--- src/rtl/pwm_rep_burst_pkg.sv ---
package pwm_rep_burst_pkg;
  localparam int unsigned DEF_CNT_W = 16;
  localparam int unsigned DEF_REP_W = 16;
endpackage

--- src/rtl/pwm_rep_burst_shadow.sv ---
module pwm_rep_burst_shadow #(
  parameter int unsigned W = 16
) (
  input  logic         clk_i,
  input  logic         rst_ni,
  input  logic         we_i,
  input  logic [W-1:0] wdata_i,
  input  logic         xfer_i,
  output logic [W-1:0] act_o
);
  logic [W-1:0] pre_q;
  logic [W-1:0] act_q;

  always_ff @(posedge clk_i or negedge rst_ni) begin
    if (!rst_ni) begin
      pre_q <= '0;
    end else if (we_i) begin
      pre_q <= wdata_i;
    end
  end

  // transfer uses the shadow value held before this edge
  always_ff @(posedge clk_i or negedge rst_ni) begin
    if (!rst_ni) begin
      act_q <= '0;
    end else if (xfer_i) begin
      act_q <= pre_q;
    end
  end

  assign act_o = act_q;
endmodule

--- src/rtl/pwm_rep_burst_regs.sv ---
module pwm_rep_burst_regs #(
  parameter int unsigned CNT_W = 16,
  parameter int unsigned REP_W = 16
) (
  input  logic                   clk_i,
  input  logic                   rst_ni,
  input  logic                   run_i,
  input  logic                   rep_evt_i,
  input  logic                   per_we_i,
  input  logic [CNT_W-1:0]       per_wdata_i,
  input  logic                   cw_we_i,
  input  logic [REP_W+CNT_W-1:0] cw_wdata_i,
  output logic [CNT_W-1:0]       per_act_o,
  output logic [CNT_W-1:0]       cmp_act_o,
  output logic [REP_W-1:0]       rep_act_o
);
  localparam int unsigned CW_W = REP_W + CNT_W;

  logic             xfer;
  logic [REP_W-1:0] cw_rep;
  logic [CNT_W-1:0] cw_cmp;

  assign xfer   = !run_i || rep_evt_i;
  assign cw_rep = cw_wdata_i[CW_W-1:CNT_W];
  assign cw_cmp = cw_wdata_i[CNT_W-1:0];

  pwm_rep_burst_shadow #(.W(CNT_W)) u_per (
    .clk_i   (clk_i),
    .rst_ni  (rst_ni),
    .we_i    (per_we_i),
    .wdata_i (per_wdata_i),
    .xfer_i  (xfer),
    .act_o   (per_act_o)
  );

  pwm_rep_burst_shadow #(.W(CNT_W)) u_cmp (
    .clk_i   (clk_i),
    .rst_ni  (rst_ni),
    .we_i    (cw_we_i),
    .wdata_i (cw_cmp),
    .xfer_i  (xfer),
    .act_o   (cmp_act_o)
  );

  pwm_rep_burst_shadow #(.W(REP_W)) u_rep (
    .clk_i   (clk_i),
    .rst_ni  (rst_ni),
    .we_i    (cw_we_i),
    .wdata_i (cw_rep),
    .xfer_i  (xfer),
    .act_o   (rep_act_o)
  );


  cmp_hold_chk: assert property (@(posedge clk_i) disable iff (!rst_ni)
    !$stable(cmp_act_o) |-> $past(!run_i || rep_evt_i));


  per_hold_chk: assert property (@(posedge clk_i) disable iff (!rst_ni)
    !$stable(per_act_o) |-> $past(!run_i || rep_evt_i));
endmodule

--- src/rtl/pwm_rep_burst_counter.sv ---
module pwm_rep_burst_counter #(
  parameter int unsigned CNT_W = 16,
  parameter int unsigned REP_W = 16
) (
  input  logic             clk_i,
  input  logic             rst_ni,
  input  logic             run_i,
  input  logic [CNT_W-1:0] per_act_i,
  input  logic [REP_W-1:0] rep_act_i,
  output logic [CNT_W-1:0] cnt_o,
  output logic             rep_evt_o
);
  logic [CNT_W-1:0] cnt_q;
  logic [REP_W-1:0] blk_q;
  logic             per_evt;

  assign per_evt   = run_i && (cnt_q == per_act_i);
  assign rep_evt_o = per_evt && (blk_q == rep_act_i);

  always_ff @(posedge clk_i or negedge rst_ni) begin
    if (!rst_ni) begin
      cnt_q <= '0;
    end else if (!run_i || per_evt) begin
      cnt_q <= '0;
    end else begin
      cnt_q <= cnt_q + 1'b1;
    end
  end

  // periods elapsed in the current block
  always_ff @(posedge clk_i or negedge rst_ni) begin
    if (!rst_ni) begin
      blk_q <= '0;
    end else if (!run_i || rep_evt_o) begin
      blk_q <= '0;
    end else if (per_evt) begin
      blk_q <= blk_q + 1'b1;
    end
  end

  assign cnt_o = cnt_q;


  cnt_in_range_chk: assert property (@(posedge clk_i) disable iff (!rst_ni)
    run_i |-> (cnt_q <= per_act_i));


  blk_in_range_chk: assert property (@(posedge clk_i) disable iff (!rst_ni)
    run_i |-> (blk_q <= rep_act_i));
endmodule

--- src/rtl/pwm_rep_burst_out.sv ---
module pwm_rep_burst_out #(
  parameter int unsigned CNT_W = 16
) (
  input  logic             clk_i,
  input  logic             rst_ni,
  input  logic             run_i,
  input  logic [CNT_W-1:0] cnt_i,
  input  logic [CNT_W-1:0] cmp_act_i,
  output logic             pwm_o
);
  logic pwm_q;

  // high from period start until the counter meets compare
  always_ff @(posedge clk_i or negedge rst_ni) begin
    if (!rst_ni) begin
      pwm_q <= 1'b0;
    end else begin
      pwm_q <= run_i && (cnt_i < cmp_act_i);
    end
  end

  assign pwm_o = pwm_q;


  zero_cmp_low_chk: assert property (@(posedge clk_i) disable iff (!rst_ni)
    ((cmp_act_i == '0) && $past(cmp_act_i == '0)) |-> !pwm_q);
endmodule

--- src/rtl/pwm_rep_burst.sv ---
module pwm_rep_burst #(
  parameter int unsigned CNT_W = pwm_rep_burst_pkg::DEF_CNT_W,
  parameter int unsigned REP_W = pwm_rep_burst_pkg::DEF_REP_W
) (
  input  logic                   clk_i,
  input  logic                   rst_ni,
  input  logic                   en_i,
  input  logic                   per_we_i,
  input  logic [CNT_W-1:0]       per_wdata_i,
  input  logic                   cw_we_i,
  input  logic [REP_W+CNT_W-1:0] cw_wdata_i,
  output logic                   pwm_o,
  output logic                   dma_req_o
);
  logic             run_q;
  logic             req_q;
  logic             rep_evt;
  logic [CNT_W-1:0] cnt;
  logic [CNT_W-1:0] per_act;
  logic [CNT_W-1:0] cmp_act;
  logic [REP_W-1:0] rep_act;

  always_ff @(posedge clk_i or negedge rst_ni) begin
    if (!rst_ni) begin
      run_q <= 1'b0;
      req_q <= 1'b0;
    end else begin
      run_q <= en_i;
      req_q <= rep_evt;
    end
  end

  pwm_rep_burst_regs #(.CNT_W(CNT_W), .REP_W(REP_W)) u_regs (
    .clk_i       (clk_i),
    .rst_ni      (rst_ni),
    .run_i       (run_q),
    .rep_evt_i   (rep_evt),
    .per_we_i    (per_we_i),
    .per_wdata_i (per_wdata_i),
    .cw_we_i     (cw_we_i),
    .cw_wdata_i  (cw_wdata_i),
    .per_act_o   (per_act),
    .cmp_act_o   (cmp_act),
    .rep_act_o   (rep_act)
  );

  pwm_rep_burst_counter #(.CNT_W(CNT_W), .REP_W(REP_W)) u_cnt (
    .clk_i     (clk_i),
    .rst_ni    (rst_ni),
    .run_i     (run_q),
    .per_act_i (per_act),
    .rep_act_i (rep_act),
    .cnt_o     (cnt),
    .rep_evt_o (rep_evt)
  );

  pwm_rep_burst_out #(.CNT_W(CNT_W)) u_out (
    .clk_i     (clk_i),
    .rst_ni    (rst_ni),
    .run_i     (run_q),
    .cnt_i     (cnt),
    .cmp_act_i (cmp_act),
    .pwm_o     (pwm_o)
  );

  assign dma_req_o = req_q;


  req_at_block_start_chk: assert property (@(posedge clk_i) disable iff (!rst_ni)
    dma_req_o |-> (cnt == '0));


  idle_out_low_chk: assert property (@(posedge clk_i) disable iff (!rst_ni)
    (!run_q && $past(!run_q)) |-> !pwm_o);
endmodule

--- config.mk ---
export PLATFORM = sky130hd
export DESIGN_NAME = pwm_rep_burst
export DESIGN_NICKNAME = d
export VERILOG_FILES = /design/src/rtl/pwm_rep_burst_pkg.sv /design/src/rtl/pwm_rep_burst_shadow.sv /design/src/rtl/pwm_rep_burst_regs.sv /design/src/rtl/pwm_rep_burst_counter.sv /design/src/rtl/pwm_rep_burst_out.sv /design/src/rtl/pwm_rep_burst.sv
export SDC_FILE = /design/constraint.sdc
export NUM_CORES = 1
export LEC_CHECK = 0
export CELL_PAD_IN_SITES_DETAIL_PLACEMENT = 0
export CELL_PAD_IN_SITES_GLOBAL_PLACEMENT = 1
export CORE_ASPECT_RATIO = 1.25
export CORE_MARGIN = 1.5
export CORE_UTILIZATION = 51
export CTS_CLUSTER_DIAMETER = 60
export DETAILED_ROUTE_END_ITERATION = 10
export PLACE_DENSITY_LB_ADDON = 0.1
export SLEW_MARGIN = 10
export SYNTH_ARGS = -nofsm -noshare
export SYNTH_HDL_FRONTEND = slang
export SYNTH_SLANG_ARGS = --single-unit
--- constraint.sdc ---
create_clock -name clk_i -period 7.04 [get_ports clk_i]
set_clock_uncertainty 0.2 [all_clocks]
set_input_delay 1.408 -clock clk_i [delete_from_list [all_inputs] [get_ports clk_i]]
set_output_delay 1.408 -clock clk_i [all_outputs]
set_load 0.05 [all_outputs]
### Word-level counts from Yosys, hierarchy flattened

Cells that the tools add are included.
Widths: inputs -> output; s select.

* bits in registers: 131
* input port bits: 53
* output and inout port bits: 2
* word-level logic and storage cells: 26

* $add $sub $neg: 2
* order comparisons: 1
* equal/unequal tests: 2
* mux-type cells: 3
* reduce and logical (&&, ||, !) cells: 7

Operators with widths (count)
* $mux 16: 3
* $add 16x1->16 const B: 2
* $eq 16x16->1: 2
* $lt 16x16->1: 1
* $logic_and 1x1->1: 3
* $logic_or 1x1->1: 2
* $reduce_bool 2->1: 1
* $logic_not 1->1: 1

### Logic depth before layout (Yosys ltp)

Gate-level depths: netlist of run 1.

* word-level depth: 5
* gate-level depth with buffers: 8
* gate-level depth less buffers: 8

### Modules after synthesis

From an unflattened synthesis of run 1, not the netlist that was laid out.

* cells, all modules: 470
* area, all modules: 6353.6 um^2

Modules (own cells, without submodules)
* pwm_rep_burst_shadow: times used 3, cells each 68, area each 1298.7 um^2, seq. area each 800.8 um^2
* pwm_rep_burst_counter: times used 1, cells each 210, area each 1996.9 um^2, seq. area each 800.8 um^2
* pwm_rep_burst_out: times used 1, cells each 53, area each 404.1 um^2, seq. area each 25.0 um^2
* pwm_rep_burst: times used 1, cells each 2, area each 50.0 um^2, seq. area each 50.0 um^2
* pwm_rep_burst_regs: times used 1, cells each 1, area each 6.3 um^2, seq. area each 0.0 um^2

### Worst setup path after synthesis of run 1

OpenSTA, ideal clock, no wires.

* path type: input to register
* from: input port per_we_i
* to: register u_regs.u_per.pre_q[10]
* library setup time: 125 ps
* data arrival time: 2369 ps
* required time: 6715 ps
* slack: 4346 ps
* stages on the path: 3
* path buffers: 2
* cells stage by stage: clkbuf_1 > buf_1 > mux2_2

RTL lines
* from (decl): RTL line pwm_rep_burst.sv:8 `input logic per_we_i,`
* to (signal assigned): RTL line pwm_rep_burst_shadow.sv:18 `pre_q <= wdata_i;`
* to (decl): RTL line pwm_rep_burst_shadow.sv:11 `logic [W-1:0] pre_q;`

No word-level cell between the ends.

### Worst setup path in the final report of run 1

* from: register u_cnt.cnt_q[11], in the netlist u_cnt.cnt_o[11]
* to: register u_regs.u_cmp.act_q[4], in the netlist u_regs.u_cmp.act_o[4]

* longest elaborated chain between the ends: 4

Ends and longest elaborated chain
* from (decl): RTL line pwm_rep_burst_counter.sv:13 `logic [CNT_W-1:0] cnt_q;`
* from (signal assigned): RTL line pwm_rep_burst_counter.sv:26 `cnt_q <= cnt_q + 1'b1;`
* $eq 16x16->1: RTL line pwm_rep_burst_counter.sv:17 `assign per_evt = run_i && (cnt_q == per_act_i);`
* $logic_and 1x1->1: RTL line pwm_rep_burst_counter.sv:17
* $logic_and 1x1->1: RTL line pwm_rep_burst_counter.sv:18 `assign rep_evt_o = per_evt && (blk_q == rep_act_i);`
* $logic_or 1x1->1: RTL line pwm_rep_burst_regs.sv:23 `assign xfer = !run_i || rep_evt_i;`
* to (signal assigned): RTL line pwm_rep_burst_shadow.sv:27 `act_q <= pre_q;`
* to (decl): RTL line pwm_rep_burst_shadow.sv:12 `logic [W-1:0] act_q;`

Every way passes these cells.
A chain may end at the register's enable or synchronous reset.

==> results, run 1 <==
- After layout, the design draws a total of 1.93 mW.
- The main flop type after synthesis is sky130_fd_sc_hd__dfrtp_1.
- The post-detailed-route count of antenna-violating nets is 0.
- The synthesis-stage register bit count is 131.
- The worst setup path is launched from a flip-flop.
- The via count of the first global-routing pass was 4141.
- The worst register-to-register path begins at u_cnt.cnt_o[11].
- Across the VDD grid, the largest voltage drop is 166 uV.
- Tracing the worst setup path back leads to its startpoint at u_cnt.cnt_o[11].
- In this run the tightest slew margin relative to its limit is 0.408.
- The logic depth of the worst register-to-register path is 6.
- The startpoint of the most critical hold path is u_regs.u_per.pre_q[10].
- The detailed router finished its first iteration with 137 violations.
- After clock tree synthesis, the flow added hold-fix buffers numbering 0.
- The share of final-layout standard cells stronger than drive strength 1 is 0.215.
- TritonCTS built the clock tree.
- The kind of end point of the critical path is a flip-flop.
- The detailed-route wire length is 12000 um.
- The destination of the worst hold path is u_regs.u_per.act_o[10].
- The via count is 3994.
- The number of enable-type register cells in the synthesized netlist is 0.
- The number of setup buffers added after CTS is 0.
- The final hold violation count came to 0.
- The number of antenna diodes in the final layout is 0.
- The post-layout minimum cycle time is 3.25 ns.
- Max-cap violations in this run came to 0.
- The number of clock buffers added by TritonCTS is 17.
- The post-synthesis cell type count is 44.
- In this run the critical register-to-register path is captured at u_regs.u_cmp.act_o[4].
- The die outline area is 12700 um^2.
- The Yosys step of the flow raised 0 warnings.
- The cell sitting at the root of the clock tree is a sky130_fd_sc_hd__clkbuf_16.
- Summed over all cells, the static leakage comes to 3.31 nW.
- The proportion of synthesized flip-flops having asynchronous set or reset is 1.00.
- The initial antenna violation count is 0.
- The global-route wire length before repair is 20300 um.
- The run finished with clean final reports.
- Setup repair after global routing left no endpoint under its margin.
- The cell accounting for the most synthesized area is sky130_fd_sc_hd__dfrtp_1.
- Relative to the synthesized area, the layout overhead comes to 20.5%.
- For the worst setup path, the data required time is 7.13 ns.
- The routed wirelength normalized by instance count is 16.5 um.
- Setup total negative slack on the finished layout was measured at 0 ns.
- The critical path start-end classification is flip-flop to flip-flop.
- Of all nets on the critical path, the largest fanout is 25.
- The final layout contains 625 nets.
- For this run, the register share of the synthesized area comes to 0.533.
- The number of cells upsized or downsized after cts is 0.
- The cell count after synthesis came out at 496.
- Measured along the x axis, the die boundary spans 101 um.
- The reg-to-reg setup timing slack is 3.79 ns.
- At the worst endpoint, the arrival time is 3.34 ns.
- In the global route stage, overall resource usage came out at 0.207.
- Counting every net in the synthesized netlist gives 566.
- The highest-delay cell along the critical path is sky130_fd_sc_hd__o21ai_4.
- The area of the core is 11700 um^2.
- The pin slew with the least headroom to its limit is 0.887 ns.
- The clock sink count is 131.
- The cell area after synthesis is 6150 um^2.
- The via density per instance is 5.49.
- Entering global routing, the biggest net connects 73 pins.
- Of the post-synthesis cell area, the dominant cell type holds 0.533.
- Ranked by total cell area, the synthesized netlist is headed by sky130_fd_sc_hd__dfrtp_1 53%, sky130_fd_sc_hd__mux2_2 14%, sky130_fd_sc_hd__xor2_1 5.5%.
- The total power per unit cell area is 261 nW/um^2.
- The ratio of final minimum period to clock period is 0.462.
- Walking the worst path, the cells encountered are xor2_1 -> nor4_2 -> nand4_4 -> o21ai_4 -> buf_4 -> mux2_2.
- The starting utilization of the core area is 0.527.
- Setup violations remaining at the end of the flow were counted as 0.
- In this run the deepest clock path goes through 2 buffers.
- Timing would allow up to 308 MHz.
- After clock tree synthesis, the clock-pin slew on the worst setup and hold paths is 0.06 ns.
- The first TritonRoute pass finished after 4 iterations.
- The global placement routability congestion is 0.840.
- The number of placed I/O pins is 55.
- Counting the fill cells in the layout gives 926.
- The depth of the worst hold-timing path is 1.
- The number of remaining DRC errors is 0.
- The count of final max-slew check failures is 0.
- The largest stage delay on the critical path is 0.73 ns.
- The die is 126 um tall.
- The H-tree was split into 4 levels.
- At the later pin of the worst-skew pair, clock insertion delay measures 0.41 ns.
- The synthesized area per cell is 12.4 um^2.
- The estimated wirelength of the detail-placed design is 8160 um.
- Buffers placed on the I/O ports in this run total 54.
- Row generation in the floorplan step produced 44 rows.
- In this run the worst hold path is classified as flip-flop to flip-flop.
- The remaining global-route overflow is 0.
## cells in the mapped netlist, drive strengths merged (6+ instances only)
master  instances
dfrtp         131
mux2           96
xor2           39
nor2           33
nand2          26
inv            18
ha             17
and3           15
nand3          14
a22oi           9
buf             9
clkbuf          9
nor4            9
o21ai           8
o31ai           8
a21oi           7
xnor2           7
nand4           6
## registers in the layout, indices dropped and copies added (netlist names)
register and flops:
dma_req_o 1, run_q 1, u_cnt.blk_q 16, u_cnt.cnt_o 16
u_out.pwm_o 1, u_regs.u_cmp.act_o 16, u_regs.u_cmp.pre_q 16, u_regs.u_per.act_o 16
u_regs.u_per.pre_q 16, u_regs.u_rep.act_o 16, u_regs.u_rep.pre_q 16
## worst max-delay path: cells and delay by family, from the launching register on
family          cells  cell delay [ns]
flops               1             0.45
simple gates        2             0.70
buf+inv             1             0.45
mux                 1             0.39
xor+xnor            1             0.18
compound gates      1             0.73
## placed cells by master, fill, tap and decap left out, types with 2 or more instances in the layout
master,netlist,final
sky130_fd_sc_hd__a21o_1,5,5
sky130_fd_sc_hd__a21oi_1,7,7
sky130_fd_sc_hd__a22oi_1,9,9
sky130_fd_sc_hd__a32oi_1,3,3
sky130_fd_sc_hd__and2_1,3,3
sky130_fd_sc_hd__and3_1,15,15
sky130_fd_sc_hd__and4_1,5,5
sky130_fd_sc_hd__buf_4,2,5
sky130_fd_sc_hd__bufinv_16,0,2
sky130_fd_sc_hd__clkbuf_16,0,17
sky130_fd_sc_hd__clkbuf_8,0,2
sky130_fd_sc_hd__clkdlybuf4s50_1,0,53
sky130_fd_sc_hd__clkinv_2,0,2
sky130_fd_sc_hd__clkinv_4,0,3
sky130_fd_sc_hd__clkinvlp_4,0,5
sky130_fd_sc_hd__dfrtp_1,131,131
sky130_fd_sc_hd__ha_1,17,17
sky130_fd_sc_hd__inv_1,18,18
sky130_fd_sc_hd__mux2_1,20,20
sky130_fd_sc_hd__mux2_2,76,76
sky130_fd_sc_hd__nand2_1,26,26
sky130_fd_sc_hd__nand2b_1,4,4
sky130_fd_sc_hd__nand3_1,13,13
sky130_fd_sc_hd__nand4_1,5,5
sky130_fd_sc_hd__nand4b_1,2,2
sky130_fd_sc_hd__nor2_1,33,33
sky130_fd_sc_hd__nor3_1,3,3
sky130_fd_sc_hd__nor4_1,5,5
sky130_fd_sc_hd__nor4_2,3,3
sky130_fd_sc_hd__o21ai_0,7,7
sky130_fd_sc_hd__o31ai_1,8,8
sky130_fd_sc_hd__xnor2_1,7,7
sky130_fd_sc_hd__xor2_1,39,39
## stage by stage
stage / hold WS (ns) / setup slack, ns / cell area (um^2) / util / std cells
floorplan: 0.258 / 4.35 / 6150 / - / 496
global placement: 0.268 / 3.80 / 6830 / 0.585 / 697
detailed placement: 0.276 / 3.73 / 6830 / 0.585 / 697
CTS: 0.292 / 3.76 / 7410 / 0.635 / 728
global route: 0.310 / 3.54 / 7410 / 0.635 / 728
finish: 0.289 / 3.79 / 7410 / 0.635 / 728
## how the worst max path moves through the flow
stage,endpoint,slack (ns),cells after the start
after global routing,u_regs.u_cmp.act_o[4],3.54,6
after CTS,u_regs.u_cmp.act_o[4],3.76,6
after detailed placement,u_regs.u_rep.act_o[6],3.73,6
after global placement,u_regs.u_cmp.act_o[6],3.80,6
after floorplan,u_regs.u_per.pre_q[10],4.35,3
final,u_regs.u_cmp.act_o[4],3.79,6
## cell families after synthesis
kind of cell,share of synthesized area
AO/OA/AOI/OAI,0.0486
XOR/XNOR,0.0655
adder cells (fa/ha/maj),0.0346
buffers and inverters,0.0281
flip-flops,0.533
multiplexers,0.176
AND/OR/NAND/NOR,0.115
## routing by layer
layer | vias up | wire (um) | GRT usage | part of all wire
met5 | - | 0 | 0 | 0
met3 | 19 | 316 | 0.0438 | 0.026
met2 | 76 | 6400 | 0.355 | 0.53
li1 | 1880 | - | - | -
met4 | 0 | 268 | 0.0842 | 0.022
met1 | 2019 | 5020 | 0.253 | 0.42
## layout make-up
| class | instances | area [um^2] | share of cell area |
|---|---|---|---|
| clock inverters | 12 | 134 | 0.0181 |
| repair buffers | 58 | 568 | 0.0766 |
| well taps | 161 | 201 | 0.0272 |
| multi-input cells | 329 | 2710 | 0.366 |
| flip-flops and latches | 131 | 3280 | 0.442 |
| clock buffers | 19 | 453 | 0.0611 |
| inverters | 18 | 67.6 | 0.00911 |
## where the power goes
part	leakage [nW]	switching (mW)	total (mW)	internal (mW)
clock	0.273	0.325	0.863	0.537
combinational	1.43	0.0876	0.199	0.111
sequential	1.61	0.0473	0.872	0.825
total	3.31	0.460	1.93	1.47
No activity file was read; power rests on OpenSTA's default activity.
==> inputs of run 2 (changes only) <==
--- a/config.mk
+++ b/config.mk
@@ -9,7 +9,7 @@
 export CELL_PAD_IN_SITES_GLOBAL_PLACEMENT = 1
 export CORE_ASPECT_RATIO = 1.25
 export CORE_MARGIN = 1.5
-export CORE_UTILIZATION = 51
+export CORE_UTILIZATION = 47
 export CTS_CLUSTER_DIAMETER = 60
 export DETAILED_ROUTE_END_ITERATION = 10
 export PLACE_DENSITY_LB_ADDON = 0.1
==> constraint.sdc (replaced) <==
create_clock -name clk_i -period 3.4 [get_ports clk_i]
set_clock_uncertainty 0.2 [all_clocks]
set_input_delay 0.68 -clock clk_i [delete_from_list [all_inputs] [get_ports clk_i]]
set_output_delay 0.68 -clock clk_i [all_outputs]
set_load 0.05 [all_outputs]
==> run 2 against run 1 <==
Net effect:
- die area grew 8.3%
- setup slack lost 3.2 ns
- combinational power grew 110%
- non-clock buffer count grew 3
- highest routed layer unchanged
==> results, run 2 (synthesized netlist as in run 1, its figures left out) <==
- The die outline area is 13800 um^2 (+8.3%).
- The total power per unit cell area is 534 nW/um^2 (+100%).
- The switching share of total power was 0.230 (-0.00787).
- The count of H-tree levels built during CTS is 4 (unchanged).
- The total routing resource utilization after global routing is 0.191 (-0.0164).
- The worst supply voltage drop on vdd was 340 uV (+110%).
- The hold buffer count at CTS came to 0 (unchanged).
- The data arrival at the endpoint of the critical path is 2.92 ns (-0.42 ns).
- The achievable frequency came to 355 MHz (+15%).
- The count of antenna diodes in the layout is 0 (unchanged).
- The headroom to the max-slew limit came to 0.531 (+0.123).
- The largest stage delay on the critical path was 0.53 ns (-0.20 ns).
- The area of all placed cells without fillers is 7490 um^2 (+1.0%).
- The worst min-delay path category is primary input to async pin.
- The estimated wirelength of the detail-placed design was 8490 um (+4.0%).
- The library cells used most frequently in the layout, excluding fill and tap cells, are 131 x sky130_fd_sc_hd__dfrtp_1, 76 x sky130_fd_sc_hd__mux2_2, 53 x sky130_fd_sc_hd__clkdlybuf4s50_1.
- The clock-pin slew of the registers on the worst-case setup and hold paths came to 0.05 ns (about the same).
- The total clock buffers created by CTS was 17 (unchanged).
- The sort of element at the start of the critical path is a flip-flop.
- The routed wirelength normalized by instance count is 16.3 um (-0.95%).
- The post-layout minimum cycle time is 2.82 ns (-0.433 ns).
- The reported max-cap violation count came to 0 (unchanged).
- The number of detailed-route iterations in the first pass is 4 (unchanged).
- The share of final-layout standard cells stronger than drive strength 1 is 0.219 (+0.00375).
- The number of DRC markers in iteration 0 is 125 (-8.8%).
- The count of buffers inserted at the top-level ports came to 54 (unchanged).
- The largest net degree at the start of global routing is 61 (-16%).
- The worst setup path is captured at a flip-flop.
- The global placement routability congestion came to 0.822 (-2.2%).
- The clock tree from TritonCTS is done.
- The global-route wire length before repair is 19900 um (-2.0%).
- The pin slew with the least headroom to its limit is 0.701 ns (-0.187 ns).
- The number of remaining DRC errors is 0 (unchanged).
- Setup repair after global routing left no endpoint under its margin.
- The clock insertion delay at the later pin of the skew report was 0.42 ns (about the same).
- The combinational share of power is 0.103 (about the same).
- The initial antenna violation count is 0 (unchanged).
- The ratio of final minimum period to clock period is 0.829 (+0.367).
- The area of the core is 12700 um^2 (+9.0%).
- The number of placement rows is 46 (+4.5%).
- The final hold violation count is 0 (unchanged).
- The detailed-route wire length is 12100 um (+0.55%).
- The post-detailed-route count of antenna-violating nets came to 0 (unchanged).
- The largest driver fanout on the critical path is 23 (-8.0%).
- The cell-internal power is 3.08 mW (+110%).
- The relative contribution of the clock network to total power is 0.445 (about the same).
- The critical path goes through xor2_1 -> nor4_2 -> nand4_4 -> o21ai_4 -> buf_12 -> mux2_2.
- The setup violation total in the final timing report came to 0 (unchanged).
- The flow ran to the end, and the final reports show no timing, DRC or antenna violations.
- The part of the power in registers is 0.452 (about the same).
- The switching power of the nets is 0.921 mW (+100%).
- The flip-flop and latch area is 3280 um^2 (unchanged).
- The count of final max-slew check failures was 0 (unchanged).
- Compared with the post-synthesis result, the final layout area differs by 21.7%.
- The commonest non-fill, non-tap cell in the layout is sky130_fd_sc_hd__dfrtp_1.
- The remaining global-route overflow is 0 (unchanged).
- The via count is 3967 (-0.68%).
- The final layout net count was 628 (+0.48%).
- The via density per instance is 5.37 (-2.2%).
- The highest-delay cell along the critical path is sky130_fd_sc_hd__o21ai_4.
- The number of placed I/O pins is 55 (unchanged).
- The number of cells upsized or downsized after cts is 0 (unchanged).
- The multi-input gate area in the final layout is 2710 um^2 (unchanged).
- The via count of the first global-routing pass is 4007 (-3.2%).
- The maximum root-to-sink buffer count was 2 (unchanged).
- The number of setup buffers added after CTS came to 0 (unchanged).
- The starting utilization of the core area was 0.484 (-0.0435).
- The placement-stage cell area is 6900 um^2 (+1.0%).
- The number of buffer and inverter instances along the worst setup path is 1 (unchanged).
- The data required time of the worst path was 3.50 ns (-3.63 ns).
- The y dimension of the die is 131 um (+4.1%).
- The critical path start-end classification is flip-flop to flip-flop.
- The clock sink count was 131 (unchanged).
- Clock tree synthesis selected as its root buffer the cell sky130_fd_sc_hd__clkbuf_16.
- The die width is 105 um (+4.0%).
- The overall power of the completed layout is 4.00 mW (+110%).
- The family of cells with the greatest summed delay on the critical path is simple AND/OR/NAND/NOR gates.
- The number of fill cells is 1065 (+15%).
- The leakage power total is 3.35 nW (+1.1%).
- The summed negative setup slack over all endpoints is 0 ns (unchanged).
[run 2: cell count changes in the layout (fill, tap and decap cells not counted), sizes merged]
cell,before,now
clkbuf,19,25
buf,5,8
clkinv,5,2
bufinv,2,1
clkinvlp,5,4
[run 2: path summary, 6_finish.rpt]
kind	start	to	slack, ns	depth (start not counted)
max	u_cnt.cnt_o[9]	u_regs.u_rep.act_o[14]	0.58	6
min	rst_ni	u_cnt.blk_q[4]	0.08	1
max reg2reg	u_cnt.cnt_o[9]	u_regs.u_rep.act_o[14]	0.58	6
min reg2reg	u_regs.u_cmp.pre_q[10]	u_regs.u_cmp.act_o[10]	0.29	1
max in group asynchronous	rst_ni	u_cnt.blk_q[9]	2.11	2
min in group clk_i	u_regs.u_cmp.pre_q[10]	u_regs.u_cmp.act_o[10]	0.29	1
[run 2: final cells by class]
cell class                 instances  share of cell area
clock buffer                      25              0.0702
timing repair buffer              61              0.0838
tap                              168              0.0281
sequential                       131               0.438
clock inverter                     7             0.00935
multi-input combinational        329               0.362
inverter                          18             0.00902
[run 2: per-stage QoR]
step | hold slack (ns) | worst slack (ns) | util | instances
floorplan | 0.184 | 1.14 | - | 496
global placement | 0.269 | 0.632 | 0.542 | 707
detailed placement | 0.279 | 0.579 | 0.542 | 707
CTS | 0.0928 | 0.560 | 0.589 | 739
global route | 0.119 | 0.434 | 0.589 | 739
finish | 0.0773 | 0.582 | 0.589 | 739
[run 2: power groups by stage]
stage / registers, mW / logic [mW] / clock network [mW]
global route: 1.83 / 0.465 / 1.89
global placement: 1.84 / 0.410 / 0
detailed placement: 1.84 / 0.420 / 0
finish: 1.81 / 0.413 / 1.78
CTS: 1.81 / 0.424 / 1.82
floorplan: 1.80 / 0.276 / 0
[run 2: layer usage]
metal	vias up	GRT usage	wire length, um
met5	-	0	0
met4	0	0.0757	232
met3	20	0.0506	465
met2	78	0.334	6220
met1	1983	0.226	5150
li1	1886	-	-
